==> src/rtl/psave_ctrl.sv <==
module psave_ctrl #(
  parameter int WARM_CYCLES = 256,
  parameter int SYNC_STAGES = 2
) (
  input  logic clk,
  input  logic rst_n,
  input  logic halt_set,
  input  logic idle_set,
  input  logic wake_pend,
  input  logic cko_pin,
  input  logic cmon_en,
  input  logic t0_tick,
  output logic core_clk_en,
  output logic timer_clk_en,
  output logic osc_en,
  output logic t0_en,
  output logic wdog_dis,
  output logic wdog_flt_n,
  output logic halt_flag,
  output logic idle_flag
);
  localparam int CW = (WARM_CYCLES > 1) ? $clog2(WARM_CYCLES) : 1;
  localparam logic [CW-1:0] WLAST = CW'(WARM_CYCLES - 1);

  typedef enum logic [1:0] {S_RUN, S_IDLE, S_HALT, S_WARM} st_t;

  st_t state, nxt;
  logic [CW-1:0] wcnt;
  logic [SYNC_STAGES-1:0] cko_sync;
  logic cko_prev;
  logic cko_rise;

  always_ff @(posedge clk or negedge rst_n) begin
    if (!rst_n) begin
      cko_sync <= '0;
      cko_prev <= 1'b0;
    end else begin
      cko_sync <= {cko_sync[SYNC_STAGES-2:0], cko_pin};
      cko_prev <= cko_sync[SYNC_STAGES-1];
    end
  end

  assign cko_rise = cko_sync[SYNC_STAGES-1] & ~cko_prev;

  always_comb begin
    nxt = state;
    case (state)
      S_RUN:  if (halt_set) nxt = S_HALT;
              else if (idle_set) nxt = S_IDLE;
      S_IDLE: if (t0_tick || wake_pend) nxt = S_RUN;
      S_HALT: if (wake_pend || cko_rise) nxt = S_WARM;
      S_WARM: if (wcnt == WLAST) nxt = S_RUN;
      default: nxt = S_RUN;
    endcase
  end

  always_ff @(posedge clk or negedge rst_n) begin
    if (!rst_n) begin
      state <= S_RUN;
      wcnt  <= '0;
    end else begin
      state <= nxt;
      wcnt  <= (state == S_WARM) ? wcnt + 1'b1 : '0;
    end
  end

  assign core_clk_en  = (state == S_RUN);
  assign timer_clk_en = (state == S_RUN);
  assign osc_en       = (state != S_HALT);
  assign t0_en        = (state == S_RUN) || (state == S_IDLE);
  assign wdog_dis     = (state == S_HALT);
  assign wdog_flt_n   = !((state == S_HALT) && cmon_en);
  assign halt_flag    = (state == S_HALT);
  assign idle_flag    = (state == S_IDLE);


  halt_entry_chk: assert property (@(posedge clk) disable iff (!rst_n)
    (core_clk_en && halt_set) |=> (halt_flag && wdog_dis && !osc_en));


  halt_prio_chk: assert property (@(posedge clk) disable iff (!rst_n)
    (core_clk_en && halt_set && idle_set) |=> (!idle_flag && halt_flag));


  flt_pin_chk: assert property (@(posedge clk) disable iff (!rst_n)
    !wdog_flt_n |-> (wdog_dis && cmon_en));


  warm_hold_chk: assert property (@(posedge clk) disable iff (!rst_n)
    (state == S_WARM && wcnt != WLAST) |=> (!core_clk_en && osc_en));


  halt_exit_chk: assert property (@(posedge clk) disable iff (!rst_n)
    (halt_flag && wake_pend) |=> (!halt_flag && !core_clk_en && osc_en));


  idle_exit_chk: assert property (@(posedge clk) disable iff (!rst_n)
    (idle_flag && (t0_tick || wake_pend)) |=> (core_clk_en && !idle_flag));


  run_hold_chk: assert property (@(posedge clk) disable iff (!rst_n)
    (core_clk_en && !halt_set && !idle_set) |=> core_clk_en);


  flags_excl_chk: assert property (@(posedge clk) disable iff (!rst_n)
    !(halt_flag && idle_flag));
endmodule

==> config.mk <==
export PLATFORM = sky130hd
export DESIGN_NAME = psave_ctrl
export DESIGN_NICKNAME = d
export VERILOG_FILES = /design/src/rtl/psave_ctrl.sv
export SDC_FILE = /design/constraint.sdc
export NUM_CORES = 1
export LEC_CHECK = 0
export BUFFER_PORTS_ARGS = -buffer_cell sky130_fd_sc_hd__buf_4
export CAP_MARGIN = 25
export CORE_MARGIN = 3
export CORE_UTILIZATION = 35
export DETAILED_ROUTE_END_ITERATION = 10
export HOLD_SLACK_MARGIN = 0.1
export PLACE_DENSITY = 0.61
export SYNTH_ARGS = -nofsm -noshare
export SYNTH_HDL_FRONTEND = slang
export SYNTH_SLANG_ARGS = --single-unit
==> constraint.sdc <==
create_clock -name clk -period 2.6 [get_ports clk]
set_clock_uncertainty 0.15 [all_clocks]
set_input_delay 0.78 -clock clk [delete_from_list [all_inputs] [get_ports clk]]
set_output_delay 0.78 -clock clk [all_outputs]
set_load 0.03 [all_outputs]
==> out/qor_table.md <==
| Result | Value |
|---|---|
| Outcome | finished, final reports clean |
| Share of total power in sequential cells | 0.605 |
| Share of the clock period used by the worst path | 0.874 |
| Data required time at the worst endpoint | 1670 ps |
| Switching power share of the total | 0.199 |
| Clock Path Buffers | 2 |
| Number of buffers inserted for hold repair after clock tree synthesis | 0 |
| Clock sink count | 13 |
| Num CTS Buffers | 3 |
| Most common cell after layout, fill and taps aside | buf_4 |
| Relative contribution of combinational cells to total power | 0.039 |
| Total inserted antenna cells | 0 |
| Net count after synthesis | 65 |
| Skew-Pair Late Insertion Delay | 270 ps |
| Overall die area | 0.00217 sq mm |
| Internal | 0.271 mW |
| Sw power | 0.0675 mW |
| Largest net degree at the start of global routing | 14 |
| Buffer cell driving the clock tree root | clkbuf_4 |
| Endpoint class of the critical path | output pin |
| Detailed-route wire length | 1020 microns |
| Most frequent cells in the layout | buf_4, dfrtp_1, nor2_1 |
| Power per cell area | 471 mW/mm^2 |
| Layout Cell Area excl Fill | 719 sq um |
| Die extent in x | 46.6 microns |
| Global-route total usage across every layer | 0.115 |
| Share of final-layout standard cells stronger than drive strength 1 | 0.274 |
| Number of fill cells | 150 |
| Crit path DAT | 1340 ps |
| Starting density of the core | 0.378 |
| Global-route wire length before repair | 1680 microns |
| Max-cap viol count | 0 |
| Cells after Synth | 56 |
| Synthesized area | 576 sq um |
| Sequential element share of the synthesized area | 0.565 |
| Routed via count | 441 |
| RSZ-0062 raised after global routing | false |
| Vias per Instance | 4.96 |
| FP Rows | 14 |
| Top Ports | 16 |
| Clock transition time at the flip-flop clock pins of the worst setup and hold paths | 80 ps |
| Largest fanout of any net on the critical path | 8 |
| Actual transition at the worst max-transition pin | 314 ps |
| Instance area after placement | 693 sq um |
| Post-route ant nets | 0 |
| Number of global-route vias before repair | 400 |
| Synth Warn # | 0 |
| Number of distinct library cell variants in the gate-level netlist after synthesis | 20 |
| Final setup TNS | 0 ps |
| Total grt overflow | 0 |
| GP Congestion | 0.665 |
| Chip Height | 46.6 microns |
| Path type of the worst setup path | reg2out |
| Nets | 83 |
| Class of the most critical hold timing path | in2async |
| Starting DRC count in detailed routing | 4 |
| Clock network fraction of design power | 0.356 |
| DRC | 0 |
| Number of hold violations in the final report | 0 |
| Synth Register Bits | 13 |
| Post-CTS resize count | 0 |
| Mean area per synthesized cell | 10.3 sq um |
| Final slew viol count | 0 |
| Post-CTS setup buffer count | 0 |
| PortBufs | 15 |
| Peak VDD IR | 0.262 mV |
| Clock period minus final worst setup slack | 2270 ps |
| H-tree lvl count | 1 |
| Highest attainable clock frequency | 440 MHz |
| Core Footprint | 0.00152 sq mm |
| Max-Slew Margin vs Limit | 0.790 |
| Number of detailed-route iterations in the first pass | 4 |
| Detail Placement HPWL | 782 microns |
| Type of element launching the critical path | flop |
| Antenna violations before repair | 0 |
| Clock tree from TritonCTS | built |
| Count of final setup violators | 0 |
| P&R area growth vs syn | 25.0% |
| Total leakage power | 0.330 nW |
| Average detailed-routed wire length per instance | 11.4 microns |
## critical path, stage by stage, from the launching register on
cell and delay, ps:
dfrtp_1 480, nor2b_1 340, nand2_1 90, buf_4 170
## path summary, 6_finish.rpt
kind / to / cells past startpoint / slack [ps] / startpoint
worst max register to register: wcnt[6]$_DFF_PN0_ / 4 / 1090 / wcnt[0]$_DFF_PN0_
worst min register to register: cko_sync[1]$_DFF_PN0_ / 0 / 210 / cko_sync[0]$_DFF_PN0_
min in group clk: cko_sync[1]$_DFF_PN0_ / 0 / 210 / cko_sync[0]$_DFF_PN0_
worst max-delay path: wdog_flt_n / 3 / 330 / state[1]$_DFFE_PN0P_
max in group asynchronous: state[0]$_DFFE_PN0P_ / 1 / 1950 / rst_n
worst min-delay path: wcnt[5]$_DFF_PN0_ / 1 / 190 / rst_n
## power groups by stage
stage          combinational [mW]  sequential, mW  clock, mW
6_report                   0.0133           0.205      0.120
5_1_grt                    0.0151           0.205      0.140
4_1_cts                    0.0138           0.205      0.126
3_5_place_dp               0.0138           0.209          0
3_3_place_gp               0.0136           0.209          0
2_1_floorplan             0.00154           0.209          0
## final cells by class
| cell class | instances | area [sq um] | area share |
|---|---|---|---|
| repair buffers | 15 | 113 | 0.157 |
| multi-input cells | 37 | 220 | 0.306 |
| flip-flops and latches | 13 | 325 | 0.452 |
| well taps | 16 | 20.0 | 0.0278 |
| clock buffers | 4 | 26.3 | 0.0365 |
| inverters | 4 | 15.0 | 0.0209 |
## metrics by stage
step	cells	hold slack, ps	setup slack (ps)	power (mW)	util
after global placement	85	204	587	0.223	0.455
after detailed placement	85	197	585	0.223	0.455
final	89	186	327	0.339	0.472
after CTS	89	185	320	0.345	0.472
after global routing	89	173	217	0.360	0.472
after floorplan	56	181	292	0.210	-
## synth_stat cells
library cell,count,area share
nor2b_1,3,0.033
nor3b_1,1,0.013
or3_1,3,0.033
ha_1,1,0.022
inv_1,4,0.026
xnor2_1,2,0.030
o221ai_1,1,0.015
nor2_1,7,0.046
nand4_2,1,0.022
buf_4,2,0.026
o22ai_1,1,0.011
nand3_1,2,0.017
nand3_2,1,0.017
and3_1,1,0.011
nor3_1,1,0.0087
o21ai_0,4,0.035
a21oi_1,4,0.035
xor2_1,1,0.015
nand2_1,3,0.020
dfrtp_1,13,0.57
## per-layer routing
| layer | wire (microns) | vias to the layer above | GRT usage |
|---|---|---|---|
| met1 | 503 | 199 | 0.149 |
| met2 | 431 | 19 | 0.165 |
| met5 | 0 | - | 0 |
| met3 | 85 | 0 | 0.0586 |
| li1 | - | 223 | - |
| met4 | 0 | 0 | 0.0341 |
## cells by family (layout without fill, tap and decap cells)
logic type                 Yosys count  after routing  synth area share
xor gates and xnor gates             3              3            0.0457
AOI/OAI and AO/OA                   10             10            0.0957
buffers and inverters                6             23            0.0522
adders and majority gates            1              1            0.0217
DFF                                 13             13             0.565
and+or+nand+nor                     23             23             0.220
## state kept, by name, summed over array words and instances (netlist names)
register and cells:
wcnt 8, cko_sync 2, state 2, cko_prev 1
(Power assumes the default switching activity.)
